File: src/rtl/cmb_pkg.sv
package cmb_pkg;

    localparam int SRC_PER_GRP  = 8;
    localparam int GRP_PER_WORD = 4;

    typedef enum logic [2:0] {
        SEL_NONE,
        SEL_SET,
        SEL_CLR,
        SEL_RAW,
        SEL_MSK,
        SEL_SUM
    } reg_sel_e;

    typedef struct packed {
        logic [SRC_PER_GRP-1:0] mask;
        logic [SRC_PER_GRP-1:0] pend;
        logic                   irq;
    } grp_state_t;

    typedef struct packed {
        logic [31:0] rdata;
        logic        err;
    } bus_state_t;

endpackage

File: src/rtl/cmb_decode.sv
module cmb_decode
    import cmb_pkg::*;
#(
    parameter int NUM_GROUPS = 64,
    parameter int EXT_GROUPS = 16,
    parameter int ADDR_W     = 9,
    parameter int BANK_W     = 4,
    parameter int SUM_W      = 1
) (
    input  logic              ext_mode,
    input  logic              write,
    input  logic [ADDR_W-1:0] addr,
    output reg_sel_e          sel,
    output logic [BANK_W-1:0] bank,
    output logic [SUM_W-1:0]  sum_idx,
    output logic              legal
);

    localparam int WORD_W    = ADDR_W - 2;
    localparam int SUM_WORDS = NUM_GROUPS / 32;

    localparam logic [WORD_W-1:0] BANK_WORDS = WORD_W'(NUM_GROUPS);
    localparam logic [WORD_W-1:0] MAP_END    = WORD_W'(NUM_GROUPS + SUM_WORDS);
    localparam logic [WORD_W-1:0] EXT_WORDS  = WORD_W'(EXT_GROUPS);

    logic [WORD_W-1:0] word;
    logic              is_bank;
    logic              is_sum;
    logic              ext_ok;
    logic [WORD_W-1:0] sum_off;

    always_comb begin
        word    = addr[ADDR_W-1:2];
        is_bank = (word < BANK_WORDS);
        is_sum  = (word >= BANK_WORDS) && (word < MAP_END);
        ext_ok  = (word < EXT_WORDS) || (word == BANK_WORDS);
        sum_off = word - BANK_WORDS;
        sum_idx = sum_off[SUM_W-1:0];
        bank    = word[BANK_W+1:2];

        sel = SEL_NONE;
        if (is_bank) begin
            case (word[1:0])
                2'd0:    sel = SEL_SET;
                2'd1:    sel = SEL_CLR;
                2'd2:    sel = SEL_RAW;
                default: sel = SEL_MSK;
            endcase
        end else if (is_sum) begin
            sel = SEL_SUM;
        end

        if (write) begin
            legal = is_bank && !word[1];
        end else begin
            legal = is_bank || is_sum;
        end
        if (ext_mode && !ext_ok) begin
            legal = 1'b0;
        end
    end

endmodule

File: src/rtl/cmb_group.sv
module cmb_group
    import cmb_pkg::*;
(
    input  logic                   clk,
    input  logic                   rst_n,
    input  logic                   accept_src,
    input  logic [SRC_PER_GRP-1:0] src,
    input  logic                   set_we,
    input  logic                   clr_we,
    input  logic [SRC_PER_GRP-1:0] wbyte,
    output logic [SRC_PER_GRP-1:0] mask_o,
    output logic [SRC_PER_GRP-1:0] pend_o,
    output logic                   irq_o
);

    grp_state_t st_d;
    grp_state_t st_q;

    always_comb begin
        st_d = st_q;
        if (set_we) begin
            st_d.mask = st_d.mask | wbyte;
        end
        if (clr_we) begin
            st_d.mask = st_d.mask & ~wbyte;
        end
        st_d.pend = accept_src ? src : '0;
        st_d.irq  = |(st_d.mask & st_d.pend);
    end

    always_ff @(posedge clk or negedge rst_n) begin
        if (!rst_n) begin
            st_q <= '0;
        end else begin
            st_q <= st_d;
        end
    end

    assign mask_o = st_q.mask;
    assign pend_o = st_q.pend;
    assign irq_o  = st_q.irq;

    AST_OUT_MATCH: assert property (@(posedge clk) disable iff (!rst_n)
        irq_o == |(mask_o & pend_o));

    AST_PEND_FOLLOW: assert property (@(posedge clk) disable iff (!rst_n)
        accept_src |=> pend_o == $past(src));

    AST_SET_STICKS: assert property (@(posedge clk) disable iff (!rst_n)
        (set_we && !clr_we) |=> (mask_o & $past(wbyte)) == $past(wbyte));

    AST_CLR_DROPS: assert property (@(posedge clk) disable iff (!rst_n)
        clr_we |=> (mask_o & $past(wbyte)) == '0);

    AST_MASK_HOLD: assert property (@(posedge clk) disable iff (!rst_n)
        (!set_we && !clr_we) |=> $stable(mask_o));

    AST_IGNORE_SRC: assert property (@(posedge clk) disable iff (!rst_n)
        !accept_src |=> pend_o == '0);

endmodule

File: src/rtl/cmb_readmux.sv
module cmb_readmux
    import cmb_pkg::*;
#(
    parameter int NUM_GROUPS = 64,
    parameter int BANK_W     = 4,
    parameter int SUM_W      = 1
) (
    input  reg_sel_e                                 sel,
    input  logic [BANK_W-1:0]                        bank,
    input  logic [SUM_W-1:0]                         sum_idx,
    input  logic [NUM_GROUPS-1:0][SRC_PER_GRP-1:0]   mask_all,
    input  logic [NUM_GROUPS-1:0][SRC_PER_GRP-1:0]   pend_all,
    input  logic [NUM_GROUPS-1:0]                    irq_all,
    output logic [31:0]                              rd_word
);

    localparam int SUM_WORDS = NUM_GROUPS / 32;

    logic [31:0] raw_word;
    logic [31:0] msk_word;
    logic [31:0] sum_word;

    always_comb begin
        raw_word = '0;
        msk_word = '0;
        for (int k = 0; k < GRP_PER_WORD; k++) begin
            raw_word[8*k +: 8] = pend_all[int'(bank)*GRP_PER_WORD + k];
            msk_word[8*k +: 8] = pend_all[int'(bank)*GRP_PER_WORD + k]
                               & mask_all[int'(bank)*GRP_PER_WORD + k];
        end
        sum_word = '0;
        for (int w = 0; w < SUM_WORDS; w++) begin
            if (int'(sum_idx) == w) begin
                sum_word = irq_all[32*w +: 32];
            end
        end
        case (sel)
            SEL_RAW: rd_word = raw_word;
            SEL_MSK: rd_word = msk_word;
            SEL_SUM: rd_word = sum_word;
            default: rd_word = '0;
        endcase
    end

endmodule

File: src/rtl/irq_group_combiner.sv
module irq_group_combiner
    import cmb_pkg::*;
#(
    parameter int NUM_GROUPS = 64,
    parameter int EXT_GROUPS = 16,
    parameter int ADDR_W     = 9
) (
    input  logic                              clk,
    input  logic                              rst_n,
    input  logic                              ext_mode,
    input  logic [NUM_GROUPS*SRC_PER_GRP-1:0] src_i,
    input  logic                              bus_valid,
    input  logic                              bus_write,
    input  logic [ADDR_W-1:0]                 bus_addr,
    input  logic [31:0]                       bus_wdata,
    output logic [31:0]                       bus_rdata,
    output logic                              bus_err,
    output logic [NUM_GROUPS-1:0]             grp_irq
);

    localparam int NUM_BANKS = NUM_GROUPS / GRP_PER_WORD;
    localparam int BANK_W    = $clog2(NUM_BANKS);
    localparam int SUM_WORDS = NUM_GROUPS / 32;
    localparam int SUM_W     = (SUM_WORDS > 1) ? $clog2(SUM_WORDS) : 1;

    reg_sel_e          sel;
    logic [BANK_W-1:0] bank;
    logic [SUM_W-1:0]  sum_idx;
    logic              legal;
    logic              wr_go;
    logic [31:0]       rd_word;

    logic [NUM_GROUPS-1:0][SRC_PER_GRP-1:0] mask_all;
    logic [NUM_GROUPS-1:0][SRC_PER_GRP-1:0] pend_all;
    logic [NUM_GROUPS-1:0]                  irq_all;

    bus_state_t bus_d;
    bus_state_t bus_q;

    cmb_decode #(
        .NUM_GROUPS (NUM_GROUPS),
        .EXT_GROUPS (EXT_GROUPS),
        .ADDR_W     (ADDR_W),
        .BANK_W     (BANK_W),
        .SUM_W      (SUM_W)
    ) u_decode (
        .ext_mode (ext_mode),
        .write    (bus_write),
        .addr     (bus_addr),
        .sel      (sel),
        .bank     (bank),
        .sum_idx  (sum_idx),
        .legal    (legal)
    );

    assign wr_go = bus_valid && bus_write && legal;

    for (genvar g = 0; g < NUM_GROUPS; g++) begin : g_grp
        localparam int BANK_OF = g / GRP_PER_WORD;
        localparam int LANE    = g % GRP_PER_WORD;

        logic hit;
        assign hit = wr_go && (bank == BANK_W'(BANK_OF));

        cmb_group u_grp (
            .clk        (clk),
            .rst_n      (rst_n),
            .accept_src (!ext_mode || (g < EXT_GROUPS)),
            .src        (src_i[g*SRC_PER_GRP +: SRC_PER_GRP]),
            .set_we     (hit && (sel == SEL_SET)),
            .clr_we     (hit && (sel == SEL_CLR)),
            .wbyte      (bus_wdata[LANE*8 +: 8]),
            .mask_o     (mask_all[g]),
            .pend_o     (pend_all[g]),
            .irq_o      (irq_all[g])
        );
    end

    cmb_readmux #(
        .NUM_GROUPS (NUM_GROUPS),
        .BANK_W     (BANK_W),
        .SUM_W      (SUM_W)
    ) u_readmux (
        .sel      (sel),
        .bank     (bank),
        .sum_idx  (sum_idx),
        .mask_all (mask_all),
        .pend_all (pend_all),
        .irq_all  (irq_all),
        .rd_word  (rd_word)
    );

    always_comb begin
        bus_d       = '0;
        bus_d.err   = bus_valid && !legal;
        bus_d.rdata = (bus_valid && !bus_write && legal) ? rd_word : '0;
    end

    always_ff @(posedge clk or negedge rst_n) begin
        if (!rst_n) begin
            bus_q <= '0;
        end else begin
            bus_q <= bus_d;
        end
    end

    assign bus_rdata = bus_q.rdata;
    assign bus_err   = bus_q.err;
    assign grp_irq   = irq_all;

    AST_ERR_NEEDS_REQ: assert property (@(posedge clk) disable iff (!rst_n)
        bus_err |-> $past(bus_valid));

    AST_ERR_NO_DATA: assert property (@(posedge clk) disable iff (!rst_n)
        bus_err |-> bus_rdata == '0);

    AST_ILLEGAL_KEEPS_MASK: assert property (@(posedge clk) disable iff (!rst_n)
        (bus_valid && !legal) |=> $stable(mask_all));

    AST_EXT_UPPER_QUIET: assert property (@(posedge clk) disable iff (!rst_n)
        ext_mode |=> grp_irq[NUM_GROUPS-1:EXT_GROUPS] == '0);

endmodule

File: config.mk
export PLATFORM = sky130hd
export DESIGN_NAME = irq_group_combiner
export DESIGN_NICKNAME = d
export VERILOG_FILES = /design/src/rtl/cmb_pkg.sv /design/src/rtl/cmb_decode.sv /design/src/rtl/cmb_group.sv /design/src/rtl/cmb_readmux.sv /design/src/rtl/irq_group_combiner.sv
export SDC_FILE = /design/constraint.sdc
export NUM_CORES = 2
export LEC_CHECK = 0
export BUFFER_PORTS_ARGS = -buffer_cell sky130_fd_sc_hd__buf_2
export CORE_UTILIZATION = 23
export CTS_CLUSTER_DIAMETER = 50
export DETAILED_ROUTE_END_ITERATION = 16
export SETUP_SLACK_MARGIN = 0.05
export SYNTH_ARGS = -nofsm -noshare
export SYNTH_HDL_FRONTEND = slang
export SYNTH_SLANG_ARGS = --single-unit
export TNS_END_PERCENT = 5
File: constraint.sdc
create_clock -name clk -period 1.8 [get_ports clk]
set_input_delay 0.09 -clock clk [delete_from_list [all_inputs] [get_ports clk]]
set_output_delay 0.09 -clock clk [all_outputs]
set_load 0.005 [all_outputs]
==> flow_metrics.env <==
export IMPL_outcome="complete, but fails checks"
export IMPL_violations="setup timing"
export IMPL_postLayoutCoreUtil=0.369
export IMPL_setup_ws_ns=-0.316
export IMPL_end_kind="register"
export IMPL_cts_tree="built"
export IMPL_cts_root_buf="clkbuf_16"
export IMPL_worstPathRequired_ns=2.48
export IMPL_rows=176
export IMPL_synth_edf_count=0
export IMPL_overflow=0
export IMPL_start_kind="register"
export IMPL_finalSetupViolCount=84
export IMPL_period_minus_slack_ns=2.12
export IMPL_layout_drive_gt1_share=0.400
export IMPL_clock_sinks=1121
export IMPL_die_h_um=485
export IMPL_clkLatencyLatePin_ns=0.81
export IMPL_cts_buffers=148
export IMPL_ioPinCount=655
export IMPL_yosysTopAreaCell="dfrtp_1"
export IMPL_fin_skew_ns=0.0323
export IMPL_wl_per_cell_um=32.6
export IMPL_power_density_nw_per_um2=800
export IMPL_core_area_um2=231000
export IMPL_vias=55500
export IMPL_synthFlopType="dfrtp_1"
export IMPL_timing_setup_tns_ns=-11.17
export IMPL_fmax_ghz=0.473
export IMPL_wl_um=336000
export IMPL_yosys_register_bits=1121
export IMPL_rr_endpoint="bus_rdata[7]"
export IMPL_regArea_um2=28100
export IMPL_final_hold_viol_count=0
export IMPL_holdWs_ns=0.0365
export IMPL_peakVddDrop_mv=0.711
export IMPL_slew_headroom=0.371
export IMPL_worstHoldStart="src_i[65]"
export IMPL_crit_fanout=2
export IMPL_synth_most_common_cell="dfrtp_1"
export IMPL_syn_area_per_cell_um2=11.5
export IMPL_hp_class="in -> reg"
export IMPL_postRouteAntennaNets=0
export IMPL_hold_path_endpoint="g_grp[8].u_grp.pend_o[1]"
export IMPL_placedCellCount=9310
export IMPL_synthArstFlopShare=1.00
export IMPL_synthTopCellsByCount="dfrtp_1 (1121), a31oi_1 (552), a21oi_1 (495)"
export IMPL_crit_type="reg -> reg"
export IMPL_ys_warn_count=0
export IMPL_nFillCells=22700
export IMPL_die_x_um=485
export IMPL_final_cells=10300
export IMPL_cts_htree_levels=4
export IMPL_ys_types=84
export IMPL_die_area_um2=235000
export IMPL_clock_path_buffers=3
export IMPL_power_mw=68.0
export IMPL_drc_errors=0
export IMPL_grt_util_all_layers=0.279
export IMPL_grt_pass1_vias=55500
export IMPL_worstMarginPinSlew_ns=0.941
export IMPL_power_leakage_nw=39.2
export IMPL_place_ws_ns=-1.36
export IMPL_synth_area_um2=53600
export IMPL_hold_depth=2
export IMPL_worstReg2RegStart="g_grp[12].u_grp.mask_o[7]"
export IMPL_syn_nets=5234
export IMPL_synth_top_area_frac=0.523
export IMPL_io_buffers=652
export IMPL_grt_max_degree=80
export IMPL_drt_iter0_drc=7258
export IMPL_netlist_instances=4675
export IMPL_path_clk_slew_ns=0.06
export IMPL_antenna_found_initial=49
export IMPL_fin_area_um2=85100
export IMPL_cap_viol_max_count=0
export IMPL_dpl_cell_area_um2=71800
export IMPL_start_util=0.232
export IMPL_synth_seq_area_share=0.523
export IMPL_dpl_hpwl_um=267000
export IMPL_grt_pass1_wl_um=455000
export IMPL_ys_top_cells_by_area="dfrtp_1 (52%), mux4_2 (12%), a31oi_1 (6.4%)"
export IMPL_r2r_cells=5
export IMPL_final_nets=7704
export IMPL_maxSlewViolCount=0
export IMPL_syn2layout_area_growth_pct=58.7
export IMPL_drt_pass1_iter_count=6
export IMPL_viasPerCell=5.38
export IMPL_rsz0062_at_grt="true"
export IMPL_multiInputGateArea_um2=23500
export IMPL_routabilityCongestion=1.01
export IMPL_arrival_ns=2.79
export IMPL_r2r_setup_slack_ns=-0.32
export IMPL_finalCritPeriodShare=1.18
[registers in the layout (all words and copies together), names as in the netlist]
name	cells
g_grp.u_grp.irq_o	64
bus_err	1
g_grp.u_grp.mask_o	512
bus_rdata	32
g_grp.u_grp.pend_o	512
[cells by family (layout without fill, tap and decap cells)]
family          Yosys count  count (layout)  synth area share
mux                     352             352             0.134
fa+ha+maj                 1               1          0.000233
buf+inv                 706            3300            0.0590
compound gates         1526            1526             0.180
other cells               0              16                 0
flops                  1121            1121             0.523
simple gates            969             969             0.104
[layout by cell type, fill, tap and decap left out, types with 17 or more instances in the layout]
cell type / instances
inv_1: 161
buf_12: 166
nand4_1: 32
buf_4: 1353
dlygate4sd3_1: 685
o32ai_1: 27
mux2i_1: 32
o21ai_0: 88
a31oi_1: 550
nor2_1: 118
a211oi_1: 29
nor3b_1: 32
mux4_2: 288
a221oi_1: 26
a2111oi_0: 37
clkbuf_8: 17
o22ai_1: 32
nand3_1: 85
mux2_4: 18
a22oi_1: 65
nor3_1: 35
and2_1: 19
a2111oi_2: 18
bufinv_16: 24
nand2_1: 132
and3_1: 68
clkbuf_16: 152
a2111oi_4: 24
a21oi_1: 487
nor2b_1: 318
clkinv_2: 20
dfrtp_1: 1120
a311oi_1: 45
buf_2: 645
nor4_1: 23
[how the worst max path moves through the flow]
stage | from | end
detailed placement | bus_addr[4] | bus_rdata[7]
CTS | g_grp[12].u_grp.mask_o[7] | bus_rdata[7]
global route | g_grp[12].u_grp.mask_o[7] | bus_rdata[7]
floorplan | bus_addr[2] | g_grp[53].u_grp.irq_o
global placement | bus_addr[4] | bus_rdata[0]
finish | g_grp[12].u_grp.mask_o[7] | bus_rdata[7]
[critical path, stage by stage (launching register included)]
cell       delay [ns]
dfrtp_1          0.38
mux4_2           0.50
mux2_4           0.32
a2111oi_4        0.50
buf_4            0.21
o32ai_2          0.07
[report_power, final]
| group | switching, mW | leakage (nW) | internal, mW |
|---|---|---|---|
| registers | 0.308 | 14.9 | 25.9 |
| clock network | 12.8 | 2.61 | 19.8 |
| logic | 5.20 | 21.6 | 4.06 |
| total | 18.3 | 39.2 | 49.8 |
[routing by layer]
metal / part of all wire / track usage
met5: 0.00044 / 0
met4: 0.055 / 0.132
met3: 0.10 / 0.0760
met2: 0.41 / 0.400
met1: 0.43 / 0.387
[final cells by class]
type	count	share of cell area
Antenna cell	16	0.000471
Clock buffer	184	0.0479
Clock inverter	90	0.0153
Inverter	165	0.00730
Multi-Input combinational cell	2848	0.276
Sequential cell	1121	0.330
Tap cell	3026	0.0445
Timing Repair Buffer	2861	0.279
[repair_timing]
| action | in CTS | in global routing |
|---|---|---|
| cloned | 0 | 1 |
| hold buffers | 686 | 0 |
| hold endpoints to repair | 2111 | 0 |
| setup buffers | 0 | 26 |
| pin swaps | 11 | 24 |
| setup endpoints to repair | 83 | 119 |
| gates resized for setup | 60 | 65 |
No activity file was read; power rests on OpenSTA's default activity.
